## src/rtl/ep0_csr_pkg.sv

```systemverilog
package ep0_csr_pkg;
    // bit positions inside the register, fixed by the software view
    localparam int unsigned BIT_ACK_ABORT   = 7;
    localparam int unsigned BIT_ACK_RX      = 6;
    localparam int unsigned BIT_STALL_REQ   = 5;
    localparam int unsigned BIT_ABORT       = 4;
    localparam int unsigned BIT_LAST_DATA   = 3;
    localparam int unsigned BIT_STALL_DONE  = 2;
    localparam int unsigned BIT_TX_READY    = 1;
    localparam int unsigned BIT_RX_READY    = 0;

    // decoded processor commands, already qualified by the write strobe
    typedef struct packed {
        logic ack_abort;
        logic ack_rx;
        logic set_stall_req;
        logic set_last_data;
        logic clr_stall_done;
        logic set_tx_ready;
    } cmd_t;

    // SIE event pulses
    typedef struct packed {
        logic rx_valid;
        logic early_end;
        logic stall_sent;
        logic proto_stall;
        logic in_sent;
        logic status_done;
    } sie_ev_t;

    // field order matches register bits 5..0
    typedef struct packed {
        logic stall_req;
        logic abort;
        logic last_data;
        logic stall_done;
        logic tx_ready;
        logic rx_ready;
    } flags_t;

    localparam int unsigned FLAG_W = $bits(flags_t);

    typedef struct packed {
        logic irq;
        logic flush;
    } pulse_t;
endpackage

```

## src/rtl/ep0_cmd_decode.sv

```systemverilog
module ep0_cmd_decode
    import ep0_csr_pkg::*;
#(
    parameter int unsigned ADDR_W   = 8,
    parameter int unsigned DATA_W   = 8,
    parameter logic [ADDR_W-1:0] CSR_ADDR = 'hF1
) (
    input  logic [ADDR_W-1:0] bus_addr,
    input  logic              bus_we,
    input  logic [DATA_W-1:0] bus_wdata,
    output logic              sel,
    output cmd_t              cmd
);
    logic wr;

    always_comb begin
        sel = (bus_addr == CSR_ADDR);
        wr  = sel && bus_we;
        cmd.ack_abort      = wr &&  bus_wdata[BIT_ACK_ABORT];
        cmd.ack_rx         = wr &&  bus_wdata[BIT_ACK_RX];
        cmd.set_stall_req  = wr &&  bus_wdata[BIT_STALL_REQ];
        cmd.set_last_data  = wr &&  bus_wdata[BIT_LAST_DATA];
        cmd.clr_stall_done = wr && !bus_wdata[BIT_STALL_DONE];
        cmd.set_tx_ready   = wr &&  bus_wdata[BIT_TX_READY];
    end
endmodule

```

## src/rtl/ep0_flag_core.sv

```systemverilog
module ep0_flag_core
    import ep0_csr_pkg::*;
(
    input  logic    clk,
    input  logic    rst_n,
    input  cmd_t    cmd,
    input  sie_ev_t ev,
    output flags_t  flags_q
);
    flags_t flags_d;

    always_comb begin
        flags_d = flags_q;

        // received data: SIE set beats processor acknowledge
        if (ev.rx_valid)        flags_d.rx_ready = 1'b1;
        else if (cmd.ack_rx)    flags_d.rx_ready = 1'b0;

        // transfer aborted: SIE set beats processor acknowledge
        if (ev.early_end)         flags_d.abort = 1'b1;
        else if (cmd.ack_abort)   flags_d.abort = 1'b0;

        // stall request: a fresh request is kept over a completion
        if (cmd.set_stall_req)    flags_d.stall_req = 1'b1;
        else if (ev.stall_sent)   flags_d.stall_req = 1'b0;

        // stall handshake done, either cause
        if (ev.stall_sent || ev.proto_stall) flags_d.stall_done = 1'b1;
        else if (cmd.clr_stall_done)         flags_d.stall_done = 1'b0;

        // transmit ready: processor arm is kept over a delivery
        if (cmd.set_tx_ready)   flags_d.tx_ready = 1'b1;
        else if (ev.in_sent)    flags_d.tx_ready = 1'b0;

        // last-data mark: end of transfer or abort wins over a set
        if (ev.status_done || ev.early_end) flags_d.last_data = 1'b0;
        else if (cmd.set_last_data)         flags_d.last_data = 1'b1;
    end

    always_ff @(posedge clk or negedge rst_n) begin
        if (!rst_n) flags_q <= '0;
        else        flags_q <= flags_d;
    end
endmodule

```

## src/rtl/ep0_event_pulse.sv

```systemverilog
module ep0_event_pulse
    import ep0_csr_pkg::*;
(
    input  logic    clk,
    input  logic    rst_n,
    input  cmd_t    cmd,
    input  sie_ev_t ev,
    input  flags_t  flags_q,
    output logic    irq,
    output logic    fifo_flush
);
    pulse_t pulse_d, pulse_q;
    logic   tx_done;

    always_comb begin
        // a delivery only counts when it really clears an armed flag
        tx_done = ev.in_sent && flags_q.tx_ready && !cmd.set_tx_ready;
        pulse_d.irq   = ev.rx_valid || ev.early_end || ev.stall_sent
                      || ev.proto_stall || tx_done;
        pulse_d.flush = ev.early_end;
    end

    always_ff @(posedge clk or negedge rst_n) begin
        if (!rst_n) pulse_q <= '0;
        else        pulse_q <= pulse_d;
    end

    assign irq        = pulse_q.irq;
    assign fifo_flush = pulse_q.flush;
endmodule

```

## src/rtl/usb_ep0_csr.sv

```systemverilog
module usb_ep0_csr
    import ep0_csr_pkg::*;
#(
    parameter int unsigned ADDR_W   = 8,
    parameter int unsigned DATA_W   = 8,
    parameter logic [ADDR_W-1:0] CSR_ADDR = 'hF1
) (
    input  logic              clk,
    input  logic              rst_n,
    input  logic [ADDR_W-1:0] bus_addr,
    input  logic              bus_we,
    input  logic [DATA_W-1:0] bus_wdata,
    output logic [DATA_W-1:0] bus_rdata,
    input  logic              sie_rx_valid,
    input  logic              sie_early_end,
    input  logic              sie_stall_sent,
    input  logic              sie_proto_stall,
    input  logic              sie_in_sent,
    input  logic              sie_status_done,
    output logic              irq,
    output logic              fifo_flush,
    output logic              fifo_access_ok,
    output logic              stall_req
);
    localparam int unsigned PAD_W = DATA_W - FLAG_W;

    logic    sel;
    cmd_t    cmd;
    sie_ev_t ev;
    flags_t  flags_q;

    always_comb begin
        ev.rx_valid    = sie_rx_valid;
        ev.early_end   = sie_early_end;
        ev.stall_sent  = sie_stall_sent;
        ev.proto_stall = sie_proto_stall;
        ev.in_sent     = sie_in_sent;
        ev.status_done = sie_status_done;
    end

    ep0_cmd_decode #(
        .ADDR_W(ADDR_W), .DATA_W(DATA_W), .CSR_ADDR(CSR_ADDR)
    ) dec_i (
        .bus_addr(bus_addr), .bus_we(bus_we), .bus_wdata(bus_wdata),
        .sel(sel), .cmd(cmd)
    );

    ep0_flag_core core_i (
        .clk(clk), .rst_n(rst_n), .cmd(cmd), .ev(ev), .flags_q(flags_q)
    );

    ep0_event_pulse pulse_i (
        .clk(clk), .rst_n(rst_n), .cmd(cmd), .ev(ev), .flags_q(flags_q),
        .irq(irq), .fifo_flush(fifo_flush)
    );

    // command bits 7:6 have no storage and read as zero
    assign bus_rdata      = sel ? {{PAD_W{1'b0}}, flags_q} : '0;
    assign fifo_access_ok = !flags_q.abort;
    assign stall_req      = flags_q.stall_req;
endmodule

```

## config.mk

```make
export PLATFORM = sky130hd
export DESIGN_NAME = usb_ep0_csr
export DESIGN_NICKNAME = d
export VERILOG_FILES = /design/src/rtl/ep0_csr_pkg.sv /design/src/rtl/ep0_cmd_decode.sv /design/src/rtl/ep0_flag_core.sv /design/src/rtl/ep0_event_pulse.sv /design/src/rtl/usb_ep0_csr.sv
export SDC_FILE = /design/constraint.sdc
export NUM_CORES = 1
export LEC_CHECK = 0
export BUFFER_PORTS_ARGS = -buffer_cell sky130_fd_sc_hd__buf_4
export CORE_AREA = 2 2 39 41
export CTS_CLUSTER_SIZE = 10
export DETAILED_ROUTE_END_ITERATION = 6
export DIE_AREA = 0 0 41 43
export PLACE_DENSITY = 0.72
export SLEW_MARGIN = 20
export SYNTH_ARGS = -nofsm -noshare
export SYNTH_HDL_FRONTEND = slang
export SYNTH_SLANG_ARGS = --single-unit
```

## constraint.sdc

```tcl
create_clock -name clk -period 1.6 [get_ports clk]
set_clock_uncertainty 0.2 [all_clocks]
set_input_delay 0.24 -clock clk [delete_from_list [all_inputs] [get_ports clk]]
set_output_delay 0.24 -clock clk [all_outputs]
set_load 0.02 [all_outputs]
```

# Yosys cells after proc, flatten, opt, wreduce, memory -nomap -nowiden

Cells that the tools add are included.
Widths: inputs -> output; s select.

RAM bits: 0
Bits in read-only memories: 0
Bits in latches: 0
Output and inout bits: 12
Input port bits: 25
Word-level logic and storage cells: 46
Flip-flop bits (word level): 8
Memories kept: 0

$mul: 0
$add $sub $neg: 0
Multiplexer cells: 13
Reductions and logical operators: 24
Equal/unequal tests: 1
Divide/modulo/power cells: 0
Shift-type cells: 0
Order comparisons: 0
Bitwise gates (word level): 0

Operator list:

| operator           | count |
|---|---|
| $mux 1             | 12 |
| $reduce_bool 2->1  | 6 |
| $logic_and 1x1->1  | 9 |
| $eq 8x8->1 const B | 1 |
| $logic_or 1x1->1   | 6 |
| $mux 6             | 1 |
| $logic_not 1->1    | 3 |

# Depth between registers and ports, before layout

Word-level depth: 6
Depth in mapped cells: 4
Depth with buffers taken out: 3

# Hierarchy

From an unflattened synthesis, not the netlist that was laid out.

Cells, all modules: 49
Area total of the unflattened synthesis: 460.4 um^2

Modules (own cells, without submodules):

| module          | cells each | area each (um^2) | seq. area each (um^2) | instances |
|---|---|---|---|---|
| ep0_flag_core   | 19         | 216.5            | 150.1                 | 1 |
| ep0_cmd_decode  | 15         | 118.9            | 0.0                   | 1 |
| ep0_event_pulse | 5          | 65.1             | 50.0                  | 1 |
| usb_ep0_csr     | 10         | 60.1             | 0.0                   | 1 |

# Least setup slack after synthesis

No wires, ideal clock.

Path kind: input to output
Start point: input port bus_addr[1]
End point: output port bus_rdata[0]
Data arrival time: 1.075 ns
Slack: 0.085 ns
Data required time: 1.160 ns
Stages: 4
Cells stage by stage: nand4b_4 > nor4_4 > buf_6 > and2_1

Longest elaborated chain between the ends: 2

RTL lines:

| what        | RTL line             | source |
|---|---|---|
| from (decl) | usb_ep0_csr.sv:10    | `input logic [ADDR_W-1:0] bus_addr,` |
| $eq 8x8->1  | ep0_cmd_decode.sv:17 | `sel = (bus_addr == CSR_ADDR);` |
| $mux 6      | usb_ep0_csr.sv:58    | `assign bus_rdata = sel ? {{PAD_W{1'b0}}, flags_q} : '0;` |
| to (decl)   | usb_ep0_csr.sv:13    | `output logic [DATA_W-1:0] bus_rdata,` |

No other way between the ends.

# Worst setup path after layout

Start point: input port bus_addr[1]
End point: output port bus_rdata[2]

The elaborated chain is that of the path after synthesis.

==> run_results.csv <==
group,metric,value,unit
timing,setup_viol,0,
critical_path,cp_slowest_cell,"nor4_4",
cells_and_area,nFillCells,128,
clocking,h-tree-depth,1,
timing,slew_viol_final,0,
clocking,ctsRootBufferMaster,"clkbuf_4",
floorplanning,die_w,41,µm
pwr,leakage,0.000403,µW
cells_and_area,multiInputGateArea,209,µm²
clocking,cts_buffer_depth,2,
cells_and_area,final_util,56.4,%
synthesis,synth_area_leaders,"dfrtp_1 45%, and2_1 8.5%, nand4b_4 5.4%",
floorplanning,core,0.00138,mm²
synthesis,synth.top_cell.area_share,45.3,%
synthesis,syn_area,442,µm²
global_route,antenna_found_initial,0,
floorplanning,dieArea,0.00176,mm²
job,cap_violations,0,
critical_path,worstPathRequired,1.16,ns
synthesis,syn_inst,43,
placement,post-place-ws,-0.0424,ns
cells_and_area,seq_area,200,µm²
timing,rsz0062_at_grt,"true",
critical_path,startpoint,"bus_addr[1]",
placement,place_congestion,0.576,
critical_path,startpoint_type,"primary input",
global_route,grt_first_pass_wirelength,1810,µm
synthesis,yosys_warnings,0,
cells_and_area,instances_no_fill,98,
critical_path,slowest_delay,0.25,ns
synthesis,yosysTopAreaCell,"dfrtp_1",
timing,clock.fmax,632,MHz
cells_and_area,fin_nets,109,
critical_path,path_max_fanout,6,
critical_path,cp_common_cell,"buf_6",
drt,avgViaCountPerCell,4.65,
drt,vias,456,
floorplanning,die_h,43,µm
timing,fin_crit_sh,98.8,%
critical_path,crit_family,"simple AND/OR/NAND/NOR gates",
clocking,clkLatencyLatePin,0.24,ns
synthesis,synth_cell_types,19,
critical_path,crit_type,"primary input to output port",
drt,drt_iter0_drc,2,
cells_and_area,drive_above_1_share,52.4,%
cells_and_area,n_antenna_cell,0,
clocking,cts-buffers-inserted,3,
critical_path,critPathBufInv,3,
drt,totalWireLength,1190,µm
synthesis,ys_ff_latch,8,
critical_path,r2r_start,"core_i.flags_q[2]",
hold_path,hp-start,"bus_wdata[7]",
global_route,grt_pass1_vias,457,
critical_path,endpoint_kind,"output port",
cells_and_area,layout_common_cells,"28 x buf_4, 8 x dfrtp_1, 7 x buf_6",
pwr,vdd_drop_max,315,µV
synthesis,avgSynthCellArea,10.3,µm²
drt,route.detailed.drc,0,
pwr,p_total,434,µW
clocking,path_clk_slew,0.05,ns
timing,hold-worst-slack,0.0248,ns
drt,first_pass_iters,4,
drt,wl_per_cell,12.1,µm
floorplanning,boundaryPins,37,
global_route,gr-usage-all-layers,15.6,%
pwr,p_per_area,555,mW/mm²
global_route,grt-ovfl-total,0,
hold_path,hold_class,"primary input to flop",
critical_path,crit_chain,"buf_6 > nand4b_4 > nor4_4 > buf_6 > and2_1 > buf_6",
timing,final_hold_viol_count,0,
timing,setup_slack,0.0186,ns
synthesis,ys_seq_area_share,45.3,%
floorplanning,initial_core_util,31.9,%
cells_and_area,layout_commonest_cell,"buf_4",
cells_and_area,area.growth.synth_to_final,76.8,%
placement,hpwl,930,µm
clocking,cts_tree,"built",
critical_path,worstPathArrival,1.14,ns
placement,place_inst,91,
run_status,status,"finished clean",
placement,io_buffers,32,
global_route,grt_max_degree,9,
drt,ant_nets,0,
timing,min_period,1.58,ns
clocking,cts_sinks,8,
floorplanning,row_count,14,
[final cells by class]
cell class	count	share of cell area, %
flip-flops and latches	8	25.6
repair buffers	38	40.2
clock buffers	3	2.88
multi-input cells	29	26.8
well taps	16	2.56
inverters	4	1.92
[path summary, 6_finish.rpt]
kind / to / slack, ns / cells past startpoint
max: bus_rdata[2] / 0.02 / 6
min: core_i.flags_q[4] / 0.02 / 2
max reg2reg: core_i.flags_q[2] / 0.67 / 2
min reg2reg: core_i.flags_q[3] / 0.31 / 1
max in group asynchronous: core_i.flags_q[4] / 0.92 / 2
min in group asynchronous: pulse_i.fifo_flush / 0.16 / 2
[per-layer routing]
layer	global-route usage (%)	vias to the layer above	wire [µm]
met5	0	-	0
met4	8.00	0	10
met3	5.24	2	158
met2	25.6	26	613
met1	16.5	202	406
li1	-	226	-
[report_power, final]
| group | internal (µW) | switching (µW) | total, µW | leakage [µW] |
|---|---|---|---|---|
| logic | 47.7 | 35.3 | 83.0 | 0.000301 |
| registers | 205 | 0.588 | 205 | 0.0000890 |
| clock network | 85.3 | 60.0 | 145 | 0.0000138 |
[stage by stage]
stage	setup TNS (ns)	area [µm²]
global route	-0.310	781
finish	0	781
detailed placement	-0.202	694
global placement	-0.168	694
floorplan	0	445
CTS	0	769
[logic make-up after synthesis]
kind of cell           after synthesis  share of synthesized area [%]
AOI/OAI and AO/OA                    7                           12.5
buffers and inverters                7                           9.35
DFF                                  8                           45.3
other                                1                          0.849
and+or+nand+nor                     20                           32.0
[cells in the mapped netlist]
| cell | instances |
|---|---|
| nor2_1 | 4 |
| a22oi_1 | 1 |
| inv_1 | 4 |
| conb_1 | 1 |
| buf_4 | 2 |
| nand2_1 | 3 |
| a21oi_1 | 2 |
| a22o_1 | 1 |
| dfrtp_1 | 8 |
| and3_1 | 2 |
| nor3_1 | 1 |
| a32o_1 | 2 |
| nor4_1 | 1 |
| nor4_4 | 1 |
| nand4b_4 | 1 |
| a41oi_1 | 1 |
| nor4b_1 | 1 |
| and2_1 | 6 |
| buf_6 | 1 |
[flip-flops by register name (all words and copies together) (netlist names)]
name                count
pulse_i.fifo_flush      1
core_i.flags_q          6
pulse_i.irq             1
[what timing repair did]
item                                    4_1_cts  5_1_grt
gates cloned                                  1        0
hold endpoints to repair                      9        0
resized for setup                             6        3
endpoints found under the setup margin        6        6
hold buffers                                  2        0
setup buffers                                 1        0
No activity file was read; power rests on OpenSTA's default activity.
